<file path="src/rtl/irq_cascade_pkg.sv">
`timescale 1ns/1ps
package irq_cascade_pkg;
  // Byte offsets of the register map
  localparam int unsigned OFF_HC_CTRL  = 32'h30;
  localparam int unsigned OFF_HC_MASK  = 32'h34;
  localparam int unsigned OFF_HC_STAT  = 32'h38;
  localparam int unsigned OFF_HC_EADDR = 32'h40;
  localparam int unsigned OFF_MS_STAT  = 32'h50;
  localparam int unsigned OFF_MS_MASK  = 32'h54;
  localparam int unsigned OFF_MS_POL   = 32'h58;
  localparam int unsigned OFF_MS_RAW   = 32'h5C;
  // Bit positions that neighbouring logic decodes
  localparam int unsigned EN_BIT  = 31;
  localparam int unsigned SUM_BIT = 11;
endpackage

</file>
<file path="src/rtl/irq_hc_stage.sv">
`timescale 1ns/1ps
// First stage: sticky status from serial lines and error events, mask, control.
module irq_hc_stage #(
  parameter int DW      = 32,
  parameter int NUM_SER = 17,
  parameter int ERR_N   = 6,
  parameter int ERR_LSB = 2,
  parameter int EN_BIT  = 31
) (
  input  logic               clk,
  input  logic               rst,
  input  logic [NUM_SER-1:0] ser_irq,
  input  logic [ERR_N-1:0]   err_evt,
  input  logic               ctrl_we,
  input  logic               mask_we,
  input  logic               stat_we,
  input  logic [DW-1:0]      wdata,
  output logic [DW-1:0]      ctrl_q,
  output logic [DW-1:0]      mask_q,
  output logic [DW-1:0]      stat_q,
  output logic               summary
);
  logic [DW-1:0] set_v;
  logic [DW-1:0] clr_v;

  always_comb begin
    set_v = '0;
    for (int n = 0; n < NUM_SER; n++) set_v[DW-1-n] = ser_irq[n];
    for (int k = 0; k < ERR_N; k++) set_v[ERR_LSB+k] = err_evt[k];
  end

  assign clr_v = stat_we ? wdata : '0;

  always_ff @(posedge clk) begin
    if (rst) begin
      ctrl_q <= '0;
      mask_q <= '0;
      stat_q <= '0;
    end else begin
      if (ctrl_we) ctrl_q <= wdata;
      if (mask_we) mask_q <= wdata;
      // latch-set wins over a software clear in the same cycle
      stat_q <= (stat_q & ~clr_v) | set_v;
    end
  end

  assign summary = ctrl_q[EN_BIT] & (|(stat_q & mask_q));
endmodule

</file>
<file path="src/rtl/irq_ms_stage.sv">
`timescale 1ns/1ps
// Second stage: raw input from the first-stage summary, sticky status, level out.
module irq_ms_stage #(
  parameter int DW      = 32,
  parameter int SUM_BIT = 11
) (
  input  logic          clk,
  input  logic          rst,
  input  logic          summary,
  input  logic          mask_we,
  input  logic          pol_we,
  input  logic          stat_we,
  input  logic [DW-1:0] wdata,
  output logic [DW-1:0] raw,
  output logic [DW-1:0] mask_q,
  output logic [DW-1:0] pol_q,
  output logic [DW-1:0] stat_q,
  output logic          irq_q
);
  logic [DW-1:0] clr_v;

  always_comb begin
    raw          = '0;
    raw[SUM_BIT] = summary;
  end

  assign clr_v = stat_we ? wdata : '0;

  always_ff @(posedge clk) begin
    if (rst) begin
      mask_q <= '0;
      pol_q  <= '0;
      stat_q <= '0;
      irq_q  <= 1'b0;
    end else begin
      if (mask_we) mask_q <= wdata;
      if (pol_we)  pol_q  <= wdata;
      stat_q <= (stat_q & ~clr_v) | (raw & mask_q);
      irq_q  <= |stat_q;
    end
  end
endmodule

</file>
<file path="src/rtl/irq_reg_rdmux.sv">
`timescale 1ns/1ps
// Read-data selection by byte offset; unmapped offsets read all ones.
module irq_reg_rdmux
  import irq_cascade_pkg::*;
#(
  parameter int DW     = 32,
  parameter int ADDR_W = 8
) (
  input  logic [ADDR_W-1:0] addr,
  input  logic [DW-1:0]     hc_ctrl,
  input  logic [DW-1:0]     hc_mask,
  input  logic [DW-1:0]     hc_stat,
  input  logic [DW-1:0]     ms_stat,
  input  logic [DW-1:0]     ms_mask,
  input  logic [DW-1:0]     ms_pol,
  input  logic [DW-1:0]     ms_raw,
  output logic [DW-1:0]     rdata
);
  localparam logic [ADDR_W-1:0] A_HC_CTRL  = ADDR_W'(OFF_HC_CTRL);
  localparam logic [ADDR_W-1:0] A_HC_MASK  = ADDR_W'(OFF_HC_MASK);
  localparam logic [ADDR_W-1:0] A_HC_STAT  = ADDR_W'(OFF_HC_STAT);
  localparam logic [ADDR_W-1:0] A_HC_EADDR = ADDR_W'(OFF_HC_EADDR);
  localparam logic [ADDR_W-1:0] A_MS_STAT  = ADDR_W'(OFF_MS_STAT);
  localparam logic [ADDR_W-1:0] A_MS_MASK  = ADDR_W'(OFF_MS_MASK);
  localparam logic [ADDR_W-1:0] A_MS_POL   = ADDR_W'(OFF_MS_POL);
  localparam logic [ADDR_W-1:0] A_MS_RAW   = ADDR_W'(OFF_MS_RAW);

  always_comb begin
    case (addr)
      A_HC_CTRL:  rdata = hc_ctrl;
      A_HC_MASK:  rdata = hc_mask;
      A_HC_STAT:  rdata = hc_stat;
      A_HC_EADDR: rdata = '0;
      A_MS_STAT:  rdata = ms_stat;
      A_MS_MASK:  rdata = ms_mask;
      A_MS_POL:   rdata = ms_pol;
      A_MS_RAW:   rdata = ms_raw;
      default:    rdata = '1;
    endcase
  end
endmodule

</file>
<file path="src/rtl/irq_cascade_agg.sv">
`timescale 1ns/1ps
module irq_cascade_agg
  import irq_cascade_pkg::*;
#(
  parameter int DW      = 32,
  parameter int ADDR_W  = 8,
  parameter int NUM_SER = 17,
  parameter int ERR_N   = 6,
  parameter int ERR_LSB = 2
) (
  input  logic               clk,
  input  logic               rst,
  input  logic               bus_req,
  input  logic               bus_wr,
  input  logic [ADDR_W-1:0]  bus_addr,
  input  logic [DW-1:0]      bus_wdata,
  output logic [DW-1:0]      bus_rdata,
  input  logic [NUM_SER-1:0] ser_irq,
  input  logic [ERR_N-1:0]   err_evt,
  output logic               irq_out
);
  localparam logic [ADDR_W-1:0] A_HC_CTRL = ADDR_W'(OFF_HC_CTRL);
  localparam logic [ADDR_W-1:0] A_HC_MASK = ADDR_W'(OFF_HC_MASK);
  localparam logic [ADDR_W-1:0] A_HC_STAT = ADDR_W'(OFF_HC_STAT);
  localparam logic [ADDR_W-1:0] A_MS_STAT = ADDR_W'(OFF_MS_STAT);
  localparam logic [ADDR_W-1:0] A_MS_MASK = ADDR_W'(OFF_MS_MASK);
  localparam logic [ADDR_W-1:0] A_MS_POL  = ADDR_W'(OFF_MS_POL);

  logic          wr_go;
  logic          rd_go;
  logic [DW-1:0] hc_ctrl, hc_mask, hc_stat;
  logic [DW-1:0] ms_raw, ms_mask, ms_pol, ms_stat;
  logic [DW-1:0] rd_mux;
  logic          hc_sum;

  assign wr_go = bus_req & bus_wr;
  assign rd_go = bus_req & ~bus_wr;

  irq_hc_stage #(
    .DW(DW), .NUM_SER(NUM_SER), .ERR_N(ERR_N), .ERR_LSB(ERR_LSB), .EN_BIT(EN_BIT)
  ) u_hc (
    .clk(clk), .rst(rst), .ser_irq(ser_irq), .err_evt(err_evt),
    .ctrl_we(wr_go && bus_addr == A_HC_CTRL),
    .mask_we(wr_go && bus_addr == A_HC_MASK),
    .stat_we(wr_go && bus_addr == A_HC_STAT),
    .wdata(bus_wdata),
    .ctrl_q(hc_ctrl), .mask_q(hc_mask), .stat_q(hc_stat), .summary(hc_sum)
  );

  irq_ms_stage #(.DW(DW), .SUM_BIT(SUM_BIT)) u_ms (
    .clk(clk), .rst(rst), .summary(hc_sum),
    .mask_we(wr_go && bus_addr == A_MS_MASK),
    .pol_we(wr_go && bus_addr == A_MS_POL),
    .stat_we(wr_go && bus_addr == A_MS_STAT),
    .wdata(bus_wdata),
    .raw(ms_raw), .mask_q(ms_mask), .pol_q(ms_pol), .stat_q(ms_stat), .irq_q(irq_out)
  );

  irq_reg_rdmux #(.DW(DW), .ADDR_W(ADDR_W)) u_rd (
    .addr(bus_addr), .hc_ctrl(hc_ctrl), .hc_mask(hc_mask), .hc_stat(hc_stat),
    .ms_stat(ms_stat), .ms_mask(ms_mask), .ms_pol(ms_pol), .ms_raw(ms_raw),
    .rdata(rd_mux)
  );

  always_ff @(posedge clk) begin
    if (rst)        bus_rdata <= '0;
    else if (rd_go) bus_rdata <= rd_mux;
  end
endmodule

</file>
<file path="config.mk">
export PLATFORM = sky130hd
export DESIGN_NAME = irq_cascade_agg
export DESIGN_NICKNAME = d
export VERILOG_FILES = /design/src/rtl/irq_cascade_pkg.sv /design/src/rtl/irq_hc_stage.sv /design/src/rtl/irq_ms_stage.sv /design/src/rtl/irq_reg_rdmux.sv /design/src/rtl/irq_cascade_agg.sv
export SDC_FILE = /design/constraint.sdc
export NUM_CORES = 1
export LEC_CHECK = 0
export BUFFER_PORTS_ARGS = -buffer_cell sky130_fd_sc_hd__buf_4
export CAP_MARGIN = 10
export CORE_ASPECT_RATIO = 0.8
export CORE_MARGIN = 2
export CORE_UTILIZATION = 64
export DETAILED_ROUTE_END_ITERATION = 10
export PLACE_DENSITY = 0.9
export SETUP_SLACK_MARGIN = 0.2
export SYNTH_ARGS = -nofsm -noshare
export SYNTH_HDL_FRONTEND = slang
export SYNTH_HIERARCHICAL = 1
export SYNTH_SLANG_ARGS = --single-unit
</file>
<file path="constraint.sdc">
create_clock -name clk -period 5.83 [get_ports clk]
set_clock_uncertainty 0.15 [all_clocks]
set_input_delay 0.583 -clock clk [delete_from_list [all_inputs] [get_ports clk]]
set_output_delay 0.583 -clock clk [all_outputs]
set_load 0.05 [all_outputs]
</file>
==> results of run 1 <==
[registers in the layout, summed over array words and instances (netlist names)]
name / cells
bus_rdata: 32
u_hc/mask_q: 32
u_ms/irq_q: 1
u_ms/mask_q: 32
u_ms/pol_q: 32
u_ms/stat_q: 32
u_hc/stat_q: 32
u_hc/ctrl_q: 32
[path summary, 6_finish.rpt]
path                              start                    endpoint  slack, ps  cells after the start
max                         bus_addr[1]   bus_rdata[9]$_SDFFE_PP0P_       2940                      9
min                          err_evt[0]   u_hc/stat_q[2]$_SDFF_PP0_        130                      3
max reg2reg  u_hc/stat_q[13]$_SDFF_PP0_  bus_rdata[11]$_SDFFE_PP0P_       3550                      8
min reg2reg  bus_rdata[21]$_SDFFE_PP0P_  bus_rdata[21]$_SDFFE_PP0P_        310                      2
[power groups by stage]
stage | combinational [mW] | clock (mW) | sequential (mW)
2_1_floorplan | 0.138 | 0 | 1.66
3_3_place_gp | 0.279 | 0 | 1.62
3_5_place_dp | 0.283 | 0 | 1.62
4_1_cts | 0.284 | 1.32 | 1.59
5_1_grt | 0.304 | 1.38 | 1.59
6_report | 0.291 | 1.31 | 1.59
[worst min-delay path, delay by kind of cell]
family          cells  cell delay [ps]
buf+inv             1               80
simple gates        1               60
compound gates      1               30
[stage by stage]
step                      cell area, um^2  total power [mW]
after floorplan                     10530             1.798
after global placement              10900             1.900
after detailed placement            10900             1.904
after CTS                           11540             3.193
after global routing                11540             3.276
final                               11540             3.193
[routing by layer]
layer | up-vias | part of all wire [%] | track usage (%)
met2 | 645 | 45 | 53.64
met5 | - | 0 | 0
li1 | 3957 | - | -
met3 | 106 | 12 | 7.248
met4 | 0 | 3.4 | 11.41
met1 | 4223 | 39 | 44.90
[cell usage in the layout (no fill, tap or decap), types with 3 or more instances in the layout]
cell	count
sky130_fd_sc_hd__mux2i_1	161
sky130_fd_sc_hd__nand2b_1	3
sky130_fd_sc_hd__nor4_1	8
sky130_fd_sc_hd__conb_1	31
sky130_fd_sc_hd__nor2_1	154
sky130_fd_sc_hd__a222oi_1	29
sky130_fd_sc_hd__nand3_1	29
sky130_fd_sc_hd__a22oi_1	18
sky130_fd_sc_hd__a21oi_1	56
sky130_fd_sc_hd__a22o_1	31
sky130_fd_sc_hd__a211oi_1	40
sky130_fd_sc_hd__dfxtp_1	225
sky130_fd_sc_hd__nand2_1	90
sky130_fd_sc_hd__clkbuf_1	9
sky130_fd_sc_hd__inv_1	40
sky130_fd_sc_hd__clkbuf_16	23
sky130_fd_sc_hd__nand4_1	5
sky130_fd_sc_hd__o2bb2ai_1	31
sky130_fd_sc_hd__nor2_4	5
sky130_fd_sc_hd__buf_4	113
sky130_fd_sc_hd__mux2_2	29
[cells by family (layout without fill, tap and decap cells)]
family / count (synthesis) / count (layout) / synth area share (%)
simple gates: 314 / 314 / 12.87
flops: 225 / 225 / 43.26
compound gates: 212 / 212 / 15.44
mux: 192 / 192 / 19.05
buf+inv: 163 / 190 / 9.349
other cells: 1 / 31 / 0.03601
[area by class of cell]
| class | count | area, um^2 |
|---|---|---|
| inverters | 40 | 150.1 |
| repair buffers | 114 | 859.6 |
| well taps | 215 | 269.0 |
| fillers | 1126 | 4308 |
| flip-flops and latches | 225 | 4504 |
| clock buffers | 33 | 623.1 |
| clock inverters | 3 | 17.52 |
| multi-input cells | 749 | 5120 |
==> out/metrics.json, run 1 <==
{
  "status": "completed",
  "peak_supply_drop_mv": 0.2049,
  "design.portCount": 100,
  "finalNetCount": 1219,
  "cts_root_buffer": "sky130_fd_sc_hd__clkbuf_16",
  "yosys-top-cells-area": "sky130_fd_sc_hd__dfxtp_1 (43%), sky130_fd_sc_hd__mux2i_1 (15%), sky130_fd_sc_hd__nor2_1 (5.7%)",
  "initialDrtViolationCount": 1203,
  "power.switching_fraction_pct": 25.05,
  "path_clk_slew_ps": 60,
  "power_switching_mw": 0.7998,
  "crit_path_frequent_cell": "sky130_fd_sc_hd__buf_4",
  "maxSlewViolCount": 0,
  "area_delta_synth_final_pct": 10.86,
  "post-synth-top-area-fraction_pct": 43.26,
  "kind_of_start_point_of_the_critical_path": "primary input",
  "fin_crit_ps": 2891,
  "yosys.cell_count.top_type": "sky130_fd_sc_hd__dfxtp_1",
  "asyncSetResetFlopFracSynth_pct": 0,
  "global_route.usage.total_pct": 33.47,
  "cts_tree": "done",
  "floorplan.core_area_um2": 15850,
  "routabilityCongestion": 0.8737,
  "yosys_warnings": 6,
  "cellInternalPower_mw": 2.393,
  "post-synth-top-area-cell": "sky130_fd_sc_hd__dfxtp_1",
  "power_leakage_nw": 4.071,
  "clock.fmax_ghz": 0.3459,
  "critPathArrivalTime_ps": 3160,
  "post_layout_nonfiller_instances": 1379,
  "grt_pass1_wl_mm": 46.75,
  "worst_slew_pin_slew_ps": 1033,
  "synth_unique_cells": 41,
  "final_antenna_net_count": 0,
  "post-cts-setup-buffers": 0,
  "chipWidth_um": 146.6,
  "critPathTopFamily": "simple AND/OR/NAND/NOR gates",
  "drv_cap": 0,
  "power_density_nw_per_um2": 276.6,
  "path_class": "in -> reg",
  "power.share.combinational_pct": 9.1,
  "crit_path_buffers_inverters": 3,
  "synth_seq_cells": 225,
  "fin_hold_viols": 0,
  "drt-total-wl_mm": 30.06,
  "number_of_global_route_vias_before_repair": 8668,
  "seqPwrFrac_pct": 49.7,
  "die-area_um2": 17310,
  "path_max_fanout": 33,
  "critical_path.slowest_cell": "sky130_fd_sc_hd__and3_1",
  "critical_path.max_stage_delay_ps": 840,
  "synthTopCellsByCount": "sky130_fd_sc_hd__dfxtp_1 (225), sky130_fd_sc_hd__mux2i_1 (161), sky130_fd_sc_hd__nor2_1 (159), sky130_fd_sc_hd__nand2_1 (90), sky130_fd_sc_hd__a21oi_1 (56)",
  "cp_required_ps": 6100,
  "cts_resized": 0,
  "clock-sinks": 225,
  "drive_above_1_share_pct": 16.24,
  "avgSynthCellArea_um2": 9.406,
  "fin_ws_ps": 2939,
  "layout_worst_path_cycle_share_pct": 49.59,
  "gr-total-overflow": 0,
  "vias": 8931,
  "grt_antenna_before_repair": 0,
  "pre_cts_ws_ps": 2694,
  "cts_buffer_depth": 3,
  "syn_inst": 1107,
  "io_buffer_count": 99,
  "antenna_cells": 0,
  "finalSetupViolCount": 0,
  "cts_inserted_buffers": 22,
  "die_h_um": 118.1,
  "max_slew_margin_pct": 30.97,
  "clock_latency_ps": 510,
  "largest_net_degree_at_the_start_of_global_routing": 92,
  "start_util_pct": 65.69,
  "list_of_cells_traversed_by_the_critical_path": "buf_4, nor3_4, buf_4, and3_1, buf_4, a222oi_1, nand3_1, nand2_1, a21oi_1",
  "syn_area_um2": 10410,
  "routedWlPerCell_um": 21.80,
  "drt_drc_violations_left": 0,
  "synth_edf_count": 0,
  "number_of_search_and_repair_iterations_in_the_first_detailed_routing_pass": 9,
  "final.hold.worst_slack_ps": 127.6,
  "post_cts_hold_buffer_count": 0,
  "yosys_most_used_dff": "sky130_fd_sc_hd__dfxtp_1",
  "timing.hold.worst.class": "in -> reg",
  "post-route-util_pct": 72.82,
  "detailed_place_hpwl_mm": 17.92,
  "final.setup.tns_ps": 0,
  "h-tree-depth": 1,
  "via_per_inst": 6.476,
  "rsz_0062_raised_after_global_routing": "no",
  "dp.cells": 1343,
  "core.rowCount": 41,
  "p_clk_share_pct": 41.2,
  "synth.yosys.seq_area_share_pct": 43.26,
  "setup.worst_path.end_class": "flip-flop"
}
No activity file was read; power rests on OpenSTA's default activity.
==> run 2, diff against run 1 <==
- CORE_UTILIZATION: 64 -> 59
- PLACE_DENSITY: 0.9 -> 0.84
- clock period: 5.83 -> 2.8 ns (I/O delays scaled with it)
==> out/metrics.json, run 2 (synthesis results as in run 1) <==
{
  "worstReg2RegStart": "u_hc/mask_q[13]$_SDFFE_PP0P_",
  "power_leakage_nw": 4.562,
  "p_total_mw": 7.018,
  "clock_latency_ps": 510,
  "clock-sinks": 225,
  "path_class": "reg -> reg",
  "filler_cell_count": 1224,
  "setup.worst_path.end_class": "flip-flop",
  "layout_worst_path_cycle_share_pct": 80.29,
  "rsz_0062_raised_after_global_routing": "no",
  "peak_supply_drop_mv": 0.3540,
  "design.portCount": 100,
  "final.setup.tns_ps": 0,
  "worst_hold_startpoint": "rst",
  "kind_of_start_point_of_the_critical_path": "flip-flop",
  "drv_cap": 0,
  "timing.hold.worst.class": "in -> reg",
  "grt_antenna_before_repair": 0,
  "h-tree-depth": 1,
  "initialDrtViolationCount": 1243,
  "cts_buffer_depth": 3,
  "sequential_cell_area_um2": 4504,
  "cts_inserted_buffers": 22,
  "io_buffer_count": 99,
  "path_max_fanout": 3,
  "fin_hold_viols": 0,
  "floorplan.core_area_um2": 17320,
  "post-route-util_pct": 73.01,
  "most-common-layout-cells": "sky130_fd_sc_hd__dfxtp_1 (225), sky130_fd_sc_hd__mux2i_1 (161), sky130_fd_sc_hd__nor2_1 (154)",
  "routedWlPerCell_um": 21.34,
  "antenna_cells": 0,
  "power_density_nw_per_um2": 554.8,
  "clock.fmax_ghz": 0.4448,
  "cts_resized": 0,
  "global_route.usage.total_pct": 32.78,
  "layout_commonest_cell": "sky130_fd_sc_hd__dfxtp_1",
  "critPathArrivalTime_ps": 2460,
  "routabilityCongestion": 0.8437,
  "chipWidth_um": 152.5,
  "drt_drc_violations_left": 0,
  "die_h_um": 122.8,
  "startpoint": "u_hc/mask_q[13]$_SDFFE_PP0P_",
  "largest_net_degree_at_the_start_of_global_routing": 83,
  "maxSlewViolCount": 0,
  "cts_tree": "done",
  "number_of_global_route_vias_before_repair": 9091,
  "max_slew_margin_pct": 50.16,
  "fin_crit_ps": 2248,
  "detailed_place_hpwl_mm": 18.18,
  "area_delta_synth_final_pct": 21.47,
  "path_clk_slew_ps": 70,
  "multi_input_comb_area_um2": 5107,
  "worst_slew_pin_slew_ps": 740.8,
  "die-area_um2": 18730,
  "drt-total-wl_mm": 31.64,
  "vias": 9283,
  "finalSetupViolCount": 0,
  "status": "completed",
  "drive_above_1_share_pct": 16.85,
  "start_util_pct": 60.10,
  "via_per_inst": 6.260,
  "grt_pass1_wl_mm": 49.02,
  "finalNetCount": 1309,
  "cp_required_ps": 3010,
  "core.rowCount": 43,
  "final_antenna_net_count": 0,
  "post-cts-setup-buffers": 0,
  "gr-total-overflow": 0,
  "number_of_search_and_repair_iterations_in_the_first_detailed_routing_pass": 8,
  "cts_root_buffer": "sky130_fd_sc_hd__clkbuf_16"
}
## run 2: changes by cell type in the layout (fill, tap and decap cells not counted), sizes merged
cell and delta:
bufinv +1, clkbuf -4, clkinv +6, buf +13, clkinvlp +1, dlygate4sd3 +77
## run 2: where the power goes
group	internal, mW	total (mW)	switching (mW)
combinational	0.289	0.724	0.435
clock	1.70	2.98	1.28
sequential	3.25	3.31	0.0547
## run 2: critical path: stages (launching register included)
cell	delay, ps
sky130_fd_sc_hd__dfxtp_1	330
sky130_fd_sc_hd__a22oi_1	370
sky130_fd_sc_hd__nand4_1	150
sky130_fd_sc_hd__o41a_1	460
sky130_fd_sc_hd__o2bb2ai_1	130
sky130_fd_sc_hd__a222oi_1	220
sky130_fd_sc_hd__nand3_1	110
sky130_fd_sc_hd__nand2_1	100
sky130_fd_sc_hd__a21oi_1	70
## run 2: layout make-up
cell class / instances / share of cell area [%]
multi-input combinational: 749 / 40.38
timing repair buffer: 204 / 14.85
tap: 225 / 2.226
sequential: 225 / 35.61
clock buffer: 29 / 5.045
clock inverter: 11 / 0.7023
inverter: 40 / 1.187
## run 2: path summary, 6_finish.rpt
check,end,slack (ps),cells past startpoint
max,bus_rdata[11]$_SDFFE_PP0P_,550,8
min,u_hc/stat_q[16]$_SDFF_PP0_,80,2
max reg2reg,bus_rdata[11]$_SDFFE_PP0P_,550,8
min reg2reg,u_ms/stat_q[28]$_SDFF_PP0_,300,2
## run 2: per-stage QoR
step | instance area, um^2 | cells | worst slack (ps) | hold WS, ps
5_1_grt | 12650 | 1483 | 478.4 | 110.5
2_1_floorplan | 10530 | 1137 | 868.4 | 199.1
3_3_place_gp | 11150 | 1366 | 625.8 | 287.5
6_report | 12650 | 1483 | 551.7 | 79.64
3_5_place_dp | 11150 | 1366 | 564.2 | 290.1
4_1_cts | 12650 | 1483 | 584.4 | 99.92
## run 2: metal layers
metal | track usage (%) | wire [um] | vias up
met5 | 0 | 0 | -
met4 | 13.19 | 1107 | 0
met3 | 6.921 | 3520 | 106
met2 | 53.72 | 14420 | 589
met1 | 42.86 | 12600 | 4434
li1 | - | - | 4154
## run 2: timing repair
item,in CTS,in global routing
setup endpoints to repair,0,0
hold buffers,77,0
hold endpoints to repair,191,0
